File: src/rtl/intc_pkg.sv
package intc_pkg;

   // Mode encoding: bit 0 = enable, bit 1 = extended
   typedef enum logic [1:0] {
      MODE_OFF = 2'b00,
      MODE_LEG = 2'b01,
      MODE_BAD = 2'b10,
      MODE_EXT = 2'b11
   } mode_e;

   localparam int A_MODE = 0;
   localparam int A_ID   = 1;
   localparam int A_VER  = 2;
   localparam int A_TPR  = 3;
   localparam int A_LDST = 4;
   localparam int A_DFMT = 5;
   localparam int A_SPUR = 6;
   localparam int A_CMD  = 7;
   localparam int A_DIV  = 8;
   localparam int A_TINI = 9;
   localparam int A_TCUR = 10;
   localparam int A_SELF = 11;
   localparam int A_LVT  = 16;
   localparam int A_VEC  = 32;

endpackage

File: src/rtl/intc_mode_ctl.sv
module intc_mode_ctl
   import intc_pkg::*;
(
   input  logic       clk,
   input  logic       rst_n,
   input  logic       wr_mode,
   input  logic [1:0] wr_val,
   output mode_e      mode_q,
   output logic       bad_wr
);

   mode_e target;
   logic  illegal;

   always_comb begin
      target  = mode_e'(wr_val);
      illegal = (target == MODE_BAD) ||
                ((mode_q == MODE_EXT) && (target == MODE_LEG));
      bad_wr  = wr_mode && illegal;
   end

   always_ff @(posedge clk) begin
      if (!rst_n)
         mode_q <= MODE_LEG;
      else if (wr_mode && !illegal)
         mode_q <= target;
   end


   reset_mode_chk: assert property (@(posedge clk)
      !rst_n |=> (mode_q == MODE_LEG));


   no_bad_mode_chk: assert property (@(posedge clk) disable iff (!rst_n)
      mode_q != MODE_BAD);


   bad_target_hold_chk: assert property (@(posedge clk) disable iff (!rst_n)
      (wr_mode && wr_val == 2'b10) |=> $stable(mode_q));


   ext_to_leg_hold_chk: assert property (@(posedge clk) disable iff (!rst_n)
      (wr_mode && mode_q == MODE_EXT && wr_val == 2'b01) |=> (mode_q == MODE_EXT));

endmodule

File: src/rtl/intc_reg_bank.sv
module intc_reg_bank
   import intc_pkg::*;
#(
   parameter int ADDR_W    = 6,
   parameter int DATA_W    = 32,
   parameter int NUM_LVT   = 6,
   parameter int VEC_WORDS = 8,
   parameter int MASK_BIT  = 16
)(
   input  logic              clk,
   input  logic              rst_n,
   input  logic              wr_en,
   input  logic [ADDR_W-1:0] wr_addr,
   input  logic [DATA_W-1:0] wdata,
   input  logic [ADDR_W-1:0] rd_addr,
   output logic [DATA_W-1:0] rd_word
);

   localparam int NREG    = 1 << ADDR_W;
   localparam int LVT_END = A_LVT + NUM_LVT;
   localparam int VEC_END = A_VEC + 3 * VEC_WORDS;

   function automatic bit is_stor(int i);
      return (i >= A_TPR && i <= A_SELF) ||
             (i >= A_LVT && i < LVT_END) ||
             (i >= A_VEC && i < VEC_END);
   endfunction

   function automatic logic [DATA_W-1:0] rst_val(int i);
      if (i == A_DFMT)
         return '1;
      else if (i == A_SPUR)
         return DATA_W'(8'hFF);
      else if (i >= A_LVT && i < LVT_END)
         return DATA_W'(1) << MASK_BIT;
      else
         return '0;
   endfunction

   logic [DATA_W-1:0] words [NREG];

   for (genvar i = 0; i < NREG; i++) begin : g_slot
      if (is_stor(i)) begin : g_reg
         logic [DATA_W-1:0] q;
         always_ff @(posedge clk) begin
            if (!rst_n)
               q <= rst_val(i);
            else if (wr_en && wr_addr == ADDR_W'(i))
               q <= wdata;
         end
         assign words[i] = q;


         slot_reset_chk: assert property (@(posedge clk)
            !rst_n |=> (q == rst_val(i)));
      end else begin : g_hole
         assign words[i] = '0;
      end
   end

   assign rd_word = words[rd_addr];

endmodule

File: src/rtl/intc_read_path.sv
module intc_read_path
   import intc_pkg::*;
#(
   parameter int          ADDR_W      = 6,
   parameter int          DATA_W      = 32,
   parameter int          ID_W        = 32,
   parameter int          LID_W       = 8,
   parameter logic [31:0] VERSION_VAL = 32'h0005_0014
)(
   input  logic              clk,
   input  logic              rst_n,
   input  logic              rd_en,
   input  logic [ADDR_W-1:0] rd_addr,
   input  mode_e             mode,
   input  logic [ID_W-1:0]   id_q,
   input  logic [DATA_W-1:0] bank_word,
   output logic [DATA_W-1:0] rdata,
   output logic              rd_valid,
   output logic              bad_rd
);

   logic [DATA_W-1:0] id_view;
   logic [DATA_W-1:0] rd_next;
   logic              dfmt_hit;

   always_comb begin
      if (mode[1])
         id_view = DATA_W'(id_q);
      else
         id_view = {id_q[LID_W-1:0], {(DATA_W-LID_W){1'b0}}};
   end

   assign dfmt_hit = (rd_addr == ADDR_W'(A_DFMT)) && (mode == MODE_EXT);
   assign bad_rd   = rd_en && dfmt_hit;

   always_comb begin
      if (rd_addr == ADDR_W'(A_MODE))
         rd_next = DATA_W'(mode);
      else if (rd_addr == ADDR_W'(A_ID))
         rd_next = id_view;
      else if (rd_addr == ADDR_W'(A_VER))
         rd_next = DATA_W'(VERSION_VAL);
      else if (dfmt_hit)
         rd_next = '0;
      else
         rd_next = bank_word;
   end

   always_ff @(posedge clk) begin
      if (!rst_n) begin
         rdata    <= '0;
         rd_valid <= 1'b0;
      end else begin
         rd_valid <= rd_en;
         if (rd_en)
            rdata <= rd_next;
      end
   end


   rd_valid_rise_chk: assert property (@(posedge clk) disable iff (!rst_n)
      rd_en |=> rd_valid);


   rd_valid_idle_chk: assert property (@(posedge clk) disable iff (!rst_n)
      !rd_en |=> !rd_valid);


   dfmt_ext_zero_chk: assert property (@(posedge clk) disable iff (!rst_n)
      (rd_en && rd_addr == ADDR_W'(A_DFMT) && mode == MODE_EXT) |=> (rdata == '0));

endmodule

File: src/rtl/intc_mode_unit.sv
module intc_mode_unit
   import intc_pkg::*;
#(
   parameter int          ADDR_W      = 6,
   parameter int          DATA_W      = 32,
   parameter int          ID_W        = 32,
   parameter int          LID_W       = 8,
   parameter int          NUM_LVT     = 6,
   parameter int          VEC_WORDS   = 8,
   parameter int          MASK_BIT    = 16,
   parameter logic [31:0] VERSION_VAL = 32'h0005_0014
)(
   input  logic              clk,
   input  logic              rst_n,
   input  logic [ID_W-1:0]   hw_id,
   input  logic              wr_en,
   input  logic              rd_en,
   input  logic [ADDR_W-1:0] addr,
   input  logic [DATA_W-1:0] wdata,
   output logic [DATA_W-1:0] rdata,
   output logic              rd_valid,
   output logic              fault,
   output logic              mode_en,
   output logic              mode_ext
);

   localparam int NREG = 1 << ADDR_W;

   if (ADDR_W < 6)
      $error("ADDR_W must be at least 6");
   if (NUM_LVT < 1 || NUM_LVT > A_VEC - A_LVT)
      $error("NUM_LVT out of range");
   if (A_VEC + 3 * VEC_WORDS > NREG)
      $error("VEC_WORDS does not fit the address space");
   if (MASK_BIT >= DATA_W || ID_W > DATA_W || LID_W > ID_W || DATA_W < 8)
      $error("field widths inconsistent");

   mode_e             mode_q;
   logic              bad_wr;
   logic              bad_rd;
   logic              wr_mode;
   logic              wr_bank;
   logic [ID_W-1:0]   id_q;
   logic [DATA_W-1:0] bank_word;

   assign wr_mode  = wr_en && (addr == ADDR_W'(A_MODE));
   assign wr_bank  = wr_en && !((addr == ADDR_W'(A_DFMT)) && (mode_q == MODE_EXT));
   assign mode_en  = mode_q[0];
   assign mode_ext = mode_q[1];

   always_ff @(posedge clk) begin
      if (!rst_n) begin
         id_q  <= hw_id;
         fault <= 1'b0;
      end else begin
         fault <= bad_wr || bad_rd;
      end
   end

   intc_mode_ctl u_mode (
      .clk     (clk),
      .rst_n   (rst_n),
      .wr_mode (wr_mode),
      .wr_val  (wdata[1:0]),
      .mode_q  (mode_q),
      .bad_wr  (bad_wr)
   );

   intc_reg_bank #(
      .ADDR_W    (ADDR_W),
      .DATA_W    (DATA_W),
      .NUM_LVT   (NUM_LVT),
      .VEC_WORDS (VEC_WORDS),
      .MASK_BIT  (MASK_BIT)
   ) u_bank (
      .clk     (clk),
      .rst_n   (rst_n),
      .wr_en   (wr_bank),
      .wr_addr (addr),
      .wdata   (wdata),
      .rd_addr (addr),
      .rd_word (bank_word)
   );

   intc_read_path #(
      .ADDR_W      (ADDR_W),
      .DATA_W      (DATA_W),
      .ID_W        (ID_W),
      .LID_W       (LID_W),
      .VERSION_VAL (VERSION_VAL)
   ) u_rd (
      .clk       (clk),
      .rst_n     (rst_n),
      .rd_en     (rd_en),
      .rd_addr   (addr),
      .mode      (mode_q),
      .id_q      (id_q),
      .bank_word (bank_word),
      .rdata     (rdata),
      .rd_valid  (rd_valid),
      .bad_rd    (bad_rd)
   );


   bad_target_fault_chk: assert property (@(posedge clk) disable iff (!rst_n)
      (wr_en && addr == ADDR_W'(A_MODE) && wdata[1:0] == 2'b10) |=> fault);


   fault_cause_chk: assert property (@(posedge clk) disable iff (!rst_n)
      fault |-> $past(wr_en || rd_en));


   id_ext_view_chk: assert property (@(posedge clk) disable iff (!rst_n)
      (rd_en && addr == ADDR_W'(A_ID) && mode_q == MODE_EXT) |=> (rdata == DATA_W'(id_q)));

endmodule

File: config.mk
export PLATFORM = sky130hd
export DESIGN_NAME = intc_mode_unit
export DESIGN_NICKNAME = d
export VERILOG_FILES = /design/src/rtl/intc_pkg.sv /design/src/rtl/intc_mode_ctl.sv /design/src/rtl/intc_reg_bank.sv /design/src/rtl/intc_read_path.sv /design/src/rtl/intc_mode_unit.sv
export SDC_FILE = /design/constraint.sdc
export NUM_CORES = 2
export LEC_CHECK = 0
export CORE_ASPECT_RATIO = 1.5
export CORE_MARGIN = 3
export CORE_UTILIZATION = 50
export DETAILED_ROUTE_END_ITERATION = 8
export DONT_BUFFER_PORTS = 1
export PLACE_DENSITY_LB_ADDON = 0.08
export REMOVE_ABC_BUFFERS = 1
export SYNTH_ARGS = -nofsm -noshare
export SYNTH_HDL_FRONTEND = slang
export SYNTH_SLANG_ARGS = --single-unit
File: constraint.sdc
create_clock -name clk -period 2.8 [get_ports clk]
set_clock_uncertainty 0.1 [all_clocks]
set_input_delay 0.56 -clock clk [delete_from_list [all_inputs] [get_ports clk]]
set_output_delay 0.56 -clock clk [all_outputs]
set_load 0.1 [all_outputs]
==> results.md <==
* Share of layout cells above drive strength 1 at between 10% and 20%
* Max FO, Critical Path at 14
* Top_reg_cell synth: dfxtp_1
* Total of max-cap violations at 0
* HPWL after detailed placement at about 120,000 um
* Height of the chip at around 420 um
* Top cell type's share of synthesized area at 45.6%
* Post-layout utilization of the core at a little under three fifths
* Worst-path clk slew at around 0.06 ns
* Num CTS Buffers at between 100 and 150
* Number of global-route vias before repair at between 40,000 and 50,000
* Final clock period utilization by the worst path at between 90 and 100%
* Mean routed wirelength per cell at around 27 um
* Total leakage power at between 20 and 25 nW
* Worst slack at placement at -0.165 ns
* Final Critical Period at ~2.8 ns
* Port Buffers at 0
* Biggest area contributors in the synthesized netlist: dfxtp_1, nand2_1, a21oi_1, mux4_2, mux2i_1
* Congestion Overflow GR at 0
* # nets final at roughly 6,700
* Detailed-route wire length at about 220,000 um
* Top-count cell post-synth: nand2_1
* Cell taking the most area after synthesis: dfxtp_1
* Post-cts resize count at 0
* Data arrival time at the worst-slack endpoint at approximately 3.4 ns
* Global placement routability congestion at between 0.9 and 1
* Top Ports at 110
* Sequential-to-total area share from yosys stat at between 40% and 50%
* Post-synth top cells: nand2_1, dfxtp_1, a21oi_1, clkbuf_1, mux2i_1
* Final Max Tran Viols at 0
* Via total after detailed routing at 49,308
* Count of final setup violators at 0
* Final Total Pwr at 38.8 mW
* Pin slew with the least headroom to its limit at 1.44 ns
* Critical path type: input port to flip-flop
* Number of non-filler instances in the completed layout at about 8,100
* Via-per-instance ratio at between 6 and 7
* Max-slew headroom at the worst pin at 3.68%
* Cell area after technology mapping at roughly 0.056 mm^2
* Area of the die at 0.117 mm^2
* Largest net degree at the start of global routing at approximately 400
* Flip-flop and latch count after synthesis at ~1,300
* Clk Tree Root Cell: clkbuf_16
* Final setup margin at roughly 0.032 ns
* Power Density at just over 600 mW/mm^2
* Status: finished clean
* Layout overhead on the synthesized area at 13.5%
* Hold Violations, Final at 0
* CTS HTree Levels at 3
* Number of unique standard cell types used by synthesis at 76
* Cell count after placement at 7,835
* Gate count after technology mapping at about 6,800
* Max rail drop VDD at ~0.52 mV
* Residual DRC count at 0
* Class of the tightest hold or removal check: input port to flip-flop
* Endpoint kind of the worst setup timing path: flip-flop
* Initial antenna violation count at 5
* RSZ-0062 raised after global routing: false
* Async S/R FF share, synth at 0%
* Core Box Area at 0.112 mm^2
* Critical path required time at 3.39 ns
* Yosys warning count at 0
* Worst hold-check slack at ~0.054 ns
* Critical path launch point type: input port
* Number of detailed-routing iterations run before antenna repair at 8
* First-pass GRT wire length at between 300,000 and 400,000 um
* Final antenna-violating net count at 0
* Maximum clock frequency at 361 MHz
* Filler cells at 10,010
* GRT Util Overall at between 30% and 40%
* Post-synth EDFFs at 32
* Horizontal die dimension at roughly 280 um
* Core Rows at 150
* Placed inst area at about 0.059 mm^2
* Number of design-rule violations left by the first detailed-router iteration at 5,714
* Average instance area after synthesis at between 8 and 9 um^2
* Sink count of the clock tree at 1,316
* Initial Util at 50.5%
* CTS tree: yes
* Maximum buffer depth of the clock tree at 3
* Sum Neg Setup Slack at 0 ns
* Number of buffers inserted by post-CTS setup repair at 0
* Clk Latency, worst-skew pair at ~0.77 ns
* Design Area, Final at roughly 0.064 mm^2
==> report_power, final <==
part / internal [mW] / switching [mW]
Combinational: 0.765 / 1.55
Sequential: 18.9 / 0.0987
Clock: 9.85 / 7.64
==> cell families after synthesis <==
logic type	Yosys count	share of synthesized area, %
and+or+nand+nor	2739	19.1
buffers and inverters	674	5.30
AOI/OAI and AO/OA	1571	15.4
DFF	1316	47.3
xor gates and xnor gates	1	0.0155
muxes	481	12.9
==> cells in the final DEF (no fill, tap or decap), types with 8 or more instances in the layout <==
cell type      Yosys  routed
mux4_2           194     194
edfxtp_1          32      32
a2bb2oi_1         13      13
and2_1             8       8
a22o_1            17      17
clkbuf_1         451      26
o21ai_0           54      54
a21oi_1         1223    1223
mux2_2            22      22
a31oi_1           17      17
clkinv_2           0      24
o22ai_1           33      33
buf_16             0      33
nor2_1           105      79
a22oi_1          100     100
buf_12             0      85
clkbuf_16          0     125
nor3_1            11       8
a21o_1             9       9
nor2_2             6      26
bufinv_16          0      12
dlygate4sd3_1      0      38
buf_4             38     194
a221oi_1          17      17
clkbuf_8           0      22
nand3_1           83      83
dfxtp_1         1284    1283
mux2i_1          265     265
nand2_1         2458    2458
o21a_1             8       8
o211ai_1          26      26
==> sequential cells by signal, indices dropped and copies added, names as in the netlist <==
| name | count |
|---|---|
| u_bank.g_slot.g_reg.q | 1248 |
| id_q | 32 |
| u_rd.rdata | 32 |
| u_mode.mode_q | 2 |
| fault | 1 |
| u_rd.rd_valid | 1 |
==> final timing paths <==
kind	to	depth (start not counted)	from	slack, ns
worst min register to register	u_bank.g_slot[8].g_reg.q[12]$_SDFFE_PN0P_	2	u_bank.g_slot[8].g_reg.q[12]$_SDFFE_PN0P_	0.35
worst max register to register	u_rd.rdata[27]$_SDFFE_PN0P_	6	u_mode.mode_q[1]$_SDFFE_PN0P_	0.60
worst max-delay path	u_rd.rdata[23]$_SDFFE_PN0P_	7	rd_en	0.03
worst min-delay path	u_bank.g_slot[18].g_reg.q[16]$_SDFFE_PN1P_	2	rst_n	0.05
==> layout make-up <==
type | instances | area, um^2 | share of cell area [%]
Clock buffer | 173 | 3530 | 5.51
Timing Repair Buffer | 350 | 4450 | 6.95
Antenna cell | 6 | 15.0 | 0.0235
Tap cell | 1444 | 1810 | 2.82
Sequential cell | 1316 | 26700 | 41.7
Multi-Input combinational cell | 4792 | 26900 | 42.0
Clock inverter | 51 | 616 | 0.962
Inverter | 4 | 22.5 | 0.0352
==> critical path, cell delays in order <==
cell	delay [ns]
dlygate4sd3_1	1.05
clkinv_1	0.19
nor2_1	0.64
o21ai_2	0.23
buf_12	0.22
or2_2	0.30
a32oi_1	0.15
==> metal layers <==
| layer | vias up | track usage [%] | share of wire (%) |
|---|---|---|---|
| met4 | 0 | 25.5 | 7.9 |
| met5 | - | 0 | 0 |
| met2 | 2209 | 57.6 | 46 |
| met3 | 588 | 6.16 | 8.2 |
| met1 | 23969 | 44.6 | 38 |
| li1 | 22542 | - | - |
==> timing repair <==
item	CTS	global route
endpoints found under the hold margin	1295	0
endpoints found under the setup margin	0	0
hold buffers	71	0
Note: power is estimated with default switching activity, not from simulation.
